[config.mk]
export PLATFORM = sky130hd
export DESIGN_NAME = tid_sysreg_unit
export DESIGN_NICKNAME = d
export VERILOG_FILES = /design/src/rtl/tid_sysreg_pkg.sv /design/src/rtl/tid_encoding_match.sv /design/src/rtl/tid_access_policy.sv /design/src/rtl/tid_value_store.sv /design/src/rtl/tid_sysreg_unit.sv
export SDC_FILE = /design/constraint.sdc
export NUM_CORES = 1
export LEC_CHECK = 0
export BUFFER_PORTS_ARGS = -buffer_cell sky130_fd_sc_hd__buf_2
export CORE_MARGIN = 5
export CORE_UTILIZATION = 46
export CTS_CLUSTER_DIAMETER = 100
export DETAILED_ROUTE_END_ITERATION = 10
export GPL_TIMING_DRIVEN = 0
export PLACE_DENSITY_LB_ADDON = 0.08
export SKIP_LAST_GASP = 1
export SLEW_MARGIN = 20
export SYNTH_ARGS = -nofsm -noshare
export SYNTH_HDL_FRONTEND = slang
export SYNTH_HIERARCHICAL = 1
export SYNTH_SLANG_ARGS = --single-unit
[constraint.sdc]
create_clock -name clk -period 1.89 [get_ports clk]
set_input_delay 0.189 -clock clk [delete_from_list [all_inputs] [get_ports clk]]
set_output_delay 0.189 -clock clk [all_outputs]
set_load 0.02 [all_outputs]
[src/rtl/tid_sysreg_pkg.sv]
package tid_sysreg_pkg;
    localparam int TID_W      = 64;
    localparam int ALIAS_W    = 32;
    localparam int EL_W       = 2;
    localparam int CLASS_W    = 6;

    typedef enum logic [1:0] {
        OUT_NONE  = 2'd0,
        OUT_DONE  = 2'd1,
        OUT_UNDEF = 2'd2,
        OUT_TRAP  = 2'd3
    } outcome_e;

    typedef struct packed {
        logic [TID_W-1:0] value;
    } tid_state_t;
endpackage

[src/rtl/tid_encoding_match.sv]
module tid_encoding_match #(
    parameter logic [1:0] ENC_OP0 = 2'b11,
    parameter logic [2:0] ENC_OP1 = 3'b011,
    parameter logic [3:0] ENC_CRN = 4'b1101,
    parameter logic [3:0] ENC_CRM = 4'b0000,
    parameter logic [2:0] ENC_OP2 = 3'b011
) (
    input  logic       valid,
    input  logic [1:0] op0,
    input  logic [2:0] op1,
    input  logic [3:0] crn,
    input  logic [3:0] crm,
    input  logic [2:0] op2,
    output logic       hit
);
    always_comb begin
        hit = valid
            && (op0 == ENC_OP0)
            && (op1 == ENC_OP1)
            && (crn == ENC_CRN)
            && (crm == ENC_CRM)
            && (op2 == ENC_OP2);
    end
endmodule

[src/rtl/tid_access_policy.sv]
module tid_access_policy
    import tid_sysreg_pkg::*;
#(
    parameter int EL_BITS = EL_W
) (
    input  logic               hit,
    input  logic               is_write,
    input  logic [EL_BITS-1:0] el,
    input  logic               feat64,
    input  logic               el2_en,
    input  logic               el0_host,
    input  logic               fgt_impl,
    input  logic               el3_present,
    input  logic               el3_fgt_en,
    input  logic               rd_trap,
    input  logic               wr_trap,
    output outcome_e           outcome
);
    logic fine_trap_live;

    always_comb begin
        fine_trap_live = el2_en && fgt_impl && (!el3_present || el3_fgt_en);
        outcome = OUT_NONE;
        if (hit) begin
            if (!feat64) begin
                outcome = OUT_UNDEF;
            end else begin
                case (el)
                    EL_BITS'(0): begin
                        if (is_write)
                            outcome = OUT_UNDEF;
                        else if (fine_trap_live && !el0_host && rd_trap)
                            outcome = OUT_TRAP;
                        else
                            outcome = OUT_DONE;
                    end
                    EL_BITS'(1): begin
                        if (fine_trap_live && (is_write ? wr_trap : rd_trap))
                            outcome = OUT_TRAP;
                        else
                            outcome = OUT_DONE;
                    end
                    default: outcome = OUT_DONE;
                endcase
            end
        end
    end
endmodule

[src/rtl/tid_value_store.sv]
module tid_value_store
    import tid_sysreg_pkg::*;
(
    input  logic             clk,
    input  logic             rst_n,
    input  logic             wr_en,
    input  logic [TID_W-1:0] wr_data,
    output logic [TID_W-1:0] value
);
    tid_state_t state_d, state_q;

    always_comb begin
        state_d = state_q;
        if (wr_en)
            state_d.value = wr_data;
    end

    always_ff @(posedge clk or negedge rst_n) begin
        if (!rst_n)
            state_q <= '0;
        else
            state_q <= state_d;
    end

    assign value = state_q.value;

    // without a write enable the stored value holds
    a_r9_hold_value: assert property (@(posedge clk) disable iff (!rst_n)
        !wr_en |=> $stable(value));

    // an enabled write lands on the next edge
    a_r10_write_lands: assert property (@(posedge clk) disable iff (!rst_n)
        wr_en |=> (value == $past(wr_data)));
endmodule

[src/rtl/tid_sysreg_unit.sv]
module tid_sysreg_unit
    import tid_sysreg_pkg::*;
#(
    parameter int                 DATA_W     = TID_W,
    parameter int                 VIEW_W     = ALIAS_W,
    parameter logic [EL_W-1:0]    TRAP_LEVEL = 2'd2,
    parameter logic [CLASS_W-1:0] TRAP_EC    = 6'h18
) (
    input  logic               clk,
    input  logic               rst_n,
    input  logic               acc_valid,
    input  logic [1:0]         acc_op0,
    input  logic [2:0]         acc_op1,
    input  logic [3:0]         acc_crn,
    input  logic [3:0]         acc_crm,
    input  logic [2:0]         acc_op2,
    input  logic               acc_write,
    input  logic [DATA_W-1:0]  acc_wdata,
    input  logic [EL_W-1:0]    cur_el,
    input  logic               cfg_feat64,
    input  logic               cfg_el2_en,
    input  logic               cfg_el0_host,
    input  logic               cfg_fgt_impl,
    input  logic               cfg_el3_present,
    input  logic               cfg_el3_fgt_en,
    input  logic               cfg_rd_trap,
    input  logic               cfg_wr_trap,
    output logic               acc_done,
    output logic [DATA_W-1:0]  rdata,
    output logic               undef,
    output logic               trap_valid,
    output logic [EL_W-1:0]    trap_el,
    output logic [CLASS_W-1:0] trap_class,
    output logic [VIEW_W-1:0]  alias_rdata
);
    logic              enc_hit;
    outcome_e          outcome;
    logic              store_en;
    logic [DATA_W-1:0] stored;

    tid_encoding_match u_match (
        .valid (acc_valid),
        .op0   (acc_op0),
        .op1   (acc_op1),
        .crn   (acc_crn),
        .crm   (acc_crm),
        .op2   (acc_op2),
        .hit   (enc_hit)
    );

    tid_access_policy #(.EL_BITS(EL_W)) u_policy (
        .hit         (enc_hit),
        .is_write    (acc_write),
        .el          (cur_el),
        .feat64      (cfg_feat64),
        .el2_en      (cfg_el2_en),
        .el0_host    (cfg_el0_host),
        .fgt_impl    (cfg_fgt_impl),
        .el3_present (cfg_el3_present),
        .el3_fgt_en  (cfg_el3_fgt_en),
        .rd_trap     (cfg_rd_trap),
        .wr_trap     (cfg_wr_trap),
        .outcome     (outcome)
    );

    assign store_en = (outcome == OUT_DONE) && acc_write;

    tid_value_store u_store (
        .clk     (clk),
        .rst_n   (rst_n),
        .wr_en   (store_en),
        .wr_data (acc_wdata),
        .value   (stored)
    );

    always_comb begin
        acc_done   = (outcome == OUT_DONE);
        undef      = (outcome == OUT_UNDEF);
        trap_valid = (outcome == OUT_TRAP);
        trap_el    = trap_valid ? TRAP_LEVEL : '0;
        trap_class = trap_valid ? TRAP_EC : '0;
        rdata      = (acc_done && !acc_write) ? stored : '0;
    end

    assign alias_rdata = stored[VIEW_W-1:0];

    // at most one outcome flag
    a_r12_one_outcome: assert property (@(posedge clk) disable iff (!rst_n)
        $onehot0({acc_done, undef, trap_valid}));

    // a recognised access always yields an outcome
    a_r12_some_outcome: assert property (@(posedge clk) disable iff (!rst_n)
        enc_hit |-> (acc_done || undef || trap_valid));

    // unrecognised access is quiet
    a_r1_nomatch_quiet: assert property (@(posedge clk) disable iff (!rst_n)
        !enc_hit |-> !(acc_done || undef || trap_valid));

    // write at the lowest level never completes or traps
    a_r5_el0_write_undef: assert property (@(posedge clk) disable iff (!rst_n)
        (enc_hit && acc_write && cur_el == '0) |-> undef);

    // traps only arise at the two lowest levels
    a_r8_trap_source: assert property (@(posedge clk) disable iff (!rst_n)
        trap_valid |-> (cur_el < EL_W'(2)) && cfg_feat64 && cfg_el2_en);

    // failed access drives zero read data and leaves the alias alone
    a_r9_rdata_zero: assert property (@(posedge clk) disable iff (!rst_n)
        (undef || trap_valid) |-> (rdata == '0));
    a_r9_no_store: assert property (@(posedge clk) disable iff (!rst_n)
        (undef || trap_valid) |=> $stable(alias_rdata));
endmodule

==> results.md, run 1 <==
* Largest net degree at the start of global routing at 36
* FMAX at 0.473 GHz
* First-pass DRT Iterations at 4
* Initial antenna violation count at 0
* Sw power at approximately 630 uW
* Netlist cell types at 27
* Cts bufs inserted at 9
* Power Density at 459 nW/um^2
* Sequential Power Share at 0.491
* Gate Count Post-Synth at 251
* Status: complete, but fails checks
* Clock Latency Late Sink at 0.32 ns
* Synthesized area at 3770 sq um
* Layout cell share with drive strength beyond 1 at 0.818
* CP required at approximately 1.7 ns
* Io pins at 201
* Fin Clk Skew at 0 ns
* Clock H-tree levels at 3
* Clock sinks at 64
* WS Path Type: input pin to primary output
* Largest register FFs at 64
* Slew Limit Fails at 0
* CTS max path bufs at 2
* Failing checks: setup timing
* IO Port Bufs at 195
* Via count at 3000
* Slowest stage cell, crit path: o311a_4
* Number of global-route vias before repair at ~3300
* Worst setup startpoint: acc_crm[0]
* Finished Layout Cells at 588
* R2r startpoint: u_store/value[17]
* Tot Pwr at 2790 uW
* Die area at 10100 sq um
* Cells after DPL at about 560
* HP Class: input pin to flip-flop
* Avg Vias per Cell at 5.10
* Minimum clock period at around 2.1 ns
* Routed Antenna Nets at 0
* Hold Vio Cnt, Final at 0
* Worst Path Arrival at just under 2 ns
* Hold Path Depth at 2
* RSZ-0062 raised after global routing: true
* Starting Density at 0.465
* CP peak stage delay at 0.30 ns
* Crit path cell chain: buf_6, nor4_4, nand4_1, nor4_4, o311a_4, buf_8, buf_6, nor4bb_4, buf_4
* Sw Share at 0.227
* Leak at approximately 0.0029 uW
* Core area at 8090 sq um
* Antenna cells at 0
* Crit path max fanout at 7
* Wire per inst at 18.7 um
* Worst vdd ir at 0.368 mV
* Die H at 100 um
* DPL Wire Length at between 8 and 9 mm
* Critical Path Sink Type: primary output
* #FFs+latches synth at 64
* Area growth syn-to-layout at 61.2%
* Fillcell total at 542
* Final #Nets at 572
* Critical Path Start Type: input pin
* Setup_tns at -24.42 ns
* Clk pwr share at 0.430
* Syn avg cell area at roughly 15 sq um
* Combinational Power Share at 0.079
* Max-Cap Viols at 0
* DRC Markers at 0
* Sequential element share of the synthesized area at 0.425
* Placement Setup Slack at -0.656 ns
* First-pass GRT wire length at 16.9 mm
* Clock transition at path regs at 0.07 ns
* Cell Rows at 33
* Worst setup margin at -0.224 ns
* Setup-failing EPs final at 133
* Grt ovf at 0
* Ys Warns at 6
* Initial DRC count at 49
* Final WL at 11.0 mm
* Placer Congestion at about 0.84
* GRT Total Usage at 0.214
* Final worst path period share at 1.12
* Worst hold path startpoint: acc_wdata[5]
* DIE WIDTH at about 100 um
* Clk root buf: clkbuf_8
* Worst r2r path cells at 1
* CTS tree: done
* Internal power at 2160 uW
-- cells in the mapped netlist (all sizes together) --
| master | count | share of area |
|---|---|---|
| dfrtp | 64 | 0.43 |
| mux2 | 64 | 0.25 |
| and4bb | 40 | 0.13 |
| buf | 26 | 0.075 |
| nor4bb | 24 | 0.064 |
| clkbuf | 10 | 0.011 |
| nor2b | 4 | 0.0066 |
| nand2 | 3 | 0.0030 |
| and2 | 2 | 0.0033 |
| nor4 | 2 | 0.0066 |
| a21oi | 1 | 0.0013 |
| and3b | 1 | 0.0023 |
| and4b | 1 | 0.0027 |
| conb | 1 | 0.0010 |
| inv | 1 | 0.0010 |
| nand2b | 1 | 0.0017 |
| nand3 | 1 | 0.0013 |
| nand4 | 1 | 0.0017 |
| nor2 | 1 | 0.0010 |
| o22a | 1 | 0.0023 |
| o311a | 1 | 0.0030 |
| o41ai | 1 | 0.0023 |
-- power by group through the flow --
stage          sequential (uW)  combinational [uW]  clock, uW
3_3_place_gp              1400                 205          0
6_report                  1370                 220       1200
2_1_floorplan             1400                69.0          0
5_1_grt                   1370                 245       1280
3_5_place_dp              1400                 215          0
4_1_cts                   1370                 221       1220
-- layout by cell type, fill, tap and decap left out, types with 2 or more instances in the layout --
| master | count |
|---|---|
| clkinv_2 | 2 |
| nor4bb_4 | 21 |
| nand2_1 | 3 |
| buf_6 | 48 |
| clkbuf_1 | 3 |
| buf_4 | 52 |
| and4bb_2 | 40 |
| conb_1 | 5 |
| clkbuf_2 | 2 |
| clkbuf_8 | 13 |
| and2_4 | 2 |
| nor4_4 | 2 |
| mux2_4 | 60 |
| buf_12 | 13 |
| mux2_2 | 4 |
| buf_2 | 127 |
| nor2b_1 | 3 |
| dfrtp_1 | 64 |
| nor4bb_2 | 3 |
| buf_8 | 2 |
-- critical path, delay by kind of cell --
family,cells,cell delay (ns)
AOI/OAI and AO/OA,1,0.30
buffers and inverters,4,0.54
and+or+nand+nor,4,0.88
-- path summary, 6_finish.rpt --
check                                          to  slack, ns
worst max-delay path                    rdata[40]      -0.22
worst min-delay path             u_store/value[5]       0.08
worst max register to register  u_store/value[17]       1.09
worst min register to register  u_store/value[60]       0.51
max in group asynchronous       u_store/value[12]       0.99
min in group asynchronous       u_store/value[33]       0.35
-- cell type report --
type / instances / area [sq um] / area share
flip-flops and latches: 64 / 1600 / 0.264
plain buffers: 36 / 433 / 0.0713
clock buffers: 13 / 159 / 0.0262
clock inverters: 3 / 40.0 / 0.00659
repair buffers: 212 / 1480 / 0.243
well taps: 105 / 131 / 0.0216
multi-input cells: 154 / 2230 / 0.367
inverters: 1 / 3.75 / 0.000618
-- metal layers --
layer  track usage  wire [um]  vias up
met1         0.261       4420     1486
met3        0.0678        885       13
li1              -          -     1398
met4        0.0642        148        0
met5             0          0        -
met2         0.363       5560      103
-- cells by family after synthesis --
kind of cell,Yosys count,share of synthesized area
mux,64,0.251
other cells,1,0.000996
compound gates,4,0.00897
buf+inv,37,0.0867
simple gates,81,0.227
flops,64,0.425
-- through the flow --
stage | hold slack [ns] | util | area, sq um
global placement | 0.419 | 0.646 | 5230
floorplan | -0.107 | - | 4120
global route | 0.0707 | 0.750 | 6070
detailed placement | 0.157 | 0.648 | 5250
CTS | 0.0732 | 0.722 | 5840
finish | 0.0831 | 0.750 | 6070
-- timing repair --
item                                    CTS  global route
gates resized for setup                  91            68
hold buffers                              1             0
buffers inserted                          6             7
cloned                                    4             0
endpoints found under the hold margin    29             0
endpoints found under the setup margin  134           134
pin swaps                                 5             5
No activity file was read; power rests on OpenSTA's default activity.
==> inputs of run 2 (changes only) <==
- CORE_UTILIZATION: 46 -> 41
- clock period: 1.89 -> 1.9 ns (I/O delays scaled with it)
==> results.md, run 2 (synthesis results as in run 1) <==
* Status: complete, but fails checks
* Setup-failing EPs final at 134
* Design area at 6350 sq um
* Cts bufs inserted at 9
* Grt ovf at 0
* GRT Total Usage at 0.199
* Minimum clock period at 2.14 ns
* Initial antenna violation count at 0
* Crit path max fanout at 10
* Internal power at 2100 uW
* Fin Clk Skew at 0 ns
* DRC Markers at 0
* Placer Congestion at 0.791
* Dpl cell area at 5260 sq um
* Leak at 0.00307 uW
* End-of-flow core utilization at 0.697
* Via count at 3032
* Sw power at 615 uW
* RSZ-0062 raised after global routing: true
* First-pass GRT wire length at 17.7 mm
* DPL Wire Length at 7.74 mm
* Layout cell share with drive strength beyond 1 at 0.826
* Failing checks: setup timing
* Clock Latency Late Sink at 0.32 ns
* IO Port Bufs at 195
* Core area at 9110 sq um
* Antenna cells at 0
* Clk root buf: clkbuf_8
* Slew Limit Fails at 0
* Die area at between 10000 and 15000 sq um
* Wire per inst at 18.6 um
* Number of global-route vias before repair at 3311
* Final #Nets at 591
* Sequential Power Share at 0.502
* Worst vdd ir at 0.259 mV
* Power Density at 428 nW/um^2
* Final worst path period share at 1.13
* First-pass DRT Iterations at 4
* Clock transition at path regs at 0.07 ns
* Combinational Power Share at 0.081
* Final WL at 11.4 mm
* Critical Path Start Type: input pin
* Worst setup margin at -0.239 ns
* DIE WIDTH at 106 um
* Clk pwr share at 0.417
* Starting Density at 0.413
* Clock sinks at 64
* Io pins at 201
* CP required at 2.11 ns
* CTS max path bufs at 2
* Die H at 106 um
* Most common cell after layout, fill and taps aside: buf_2
* CTS tree: done
* Placement Setup Slack at -0.616 ns
* FMAX at 0.467 GHz
* Avg Vias per Cell at a little under 5
* Most frequent cells in the layout: buf_2 (128), dfrtp_1 (64), buf_4 (62)
* Hold Vio Cnt, Final at 0
* Largest register FFs at between 60 and 70
* Initial DRC count at 49
* Critical Path Sink Type: flip-flop
* Clock H-tree levels at 3
* Sw Share at 0.227
* Max-Cap Viols at 0
* Routed Antenna Nets at 0
* WS Path Type: input pin to flip-flop
* Cell Rows at 35
* Largest net degree at the start of global routing at 56
* Worst Path Arrival at 2.35 ns
* HP Class: input pin to flip-flop
* Area growth syn-to-layout at 68.6%
run 2: worst paths after layout:
path | from | endpoint | slack [ns] | cells past startpoint
worst max-delay path | acc_crm[1] | u_store/value[23] | -0.24 | 10
worst min-delay path | acc_wdata[17] | u_store/value[17] | 0.09 | 2
worst min register to register | u_store/value[63] | u_store/value[63] | 0.50 | 1
min in group asynchronous | rst_n | u_store/value[50] | 0.24 | 2
max in group asynchronous | rst_n | u_store/value[20] | 1.15 | 3
worst max register to register | u_store/value[23] | u_store/value[23] | 1.10 | 1
run 2: metrics by stage:
step / setup TNS (ns) / hold WS, ns / cells / power, uW
global placement: -56.44 / 0.421 / 561 / 1590
detailed placement: -59.45 / 0.0428 / 562 / 1600
global route: -40.64 / 0.0666 / 612 / 2850
floorplan: -12.30 / -0.106 / 255 / 1460
CTS: -29.12 / 0.0668 / 596 / 2760
finish: -25.80 / 0.0886 / 612 / 2720
run 2: timing repair:
item / in CTS / in global routing
cloned: 6 / 5
setup endpoints to repair: 134 / 134
gates resized for setup: 121 / 43
buffers inserted: 12 / 12
hold endpoints to repair: 64 / 0
pin swaps: 1 / 2
hold buffers: 1 / 0
run 2: cell type report:
| class | count | area, sq um |
|---|---|---|
| repair buffers | 231 | 1740 |
| well taps | 111 | 139 |
| fillers | 702 | 2760 |
| clock buffers | 11 | 141 |
| inverters | 1 | 3.75 |
| flip-flops and latches | 64 | 1600 |
| clock inverters | 4 | 45.0 |
| plain buffers | 36 | 434 |
| multi-input cells | 154 | 2250 |
run 2: critical path: stages:
cell      delay [ns]
buf_6           0.10
nor4_4          0.25
nand4_1         0.17
nor4_4          0.28
o311a_4         0.30
clkbuf_8        0.15
and3b_2         0.25
buf_12          0.19
buf_12          0.16
mux2_4          0.30
run 2: per-layer routing:
metal | track usage | share of wire | vias up
met3 | 0.0514 | 0.061 | 16
met1 | 0.247 | 0.42 | 1473
met5 | 0 | 0 | -
met2 | 0.333 | 0.51 | 115
met4 | 0.0703 | 0.016 | 0
li1 | - | - | 1428
run 2: power groups by stage:
stage	registers, uW	logic, uW	clock network (uW)
CTS	1360	223	1180
floorplan	1390	68.6	0
detailed placement	1390	216	0
global route	1360	245	1240
finish	1360	221	1130
global placement	1390	204	0
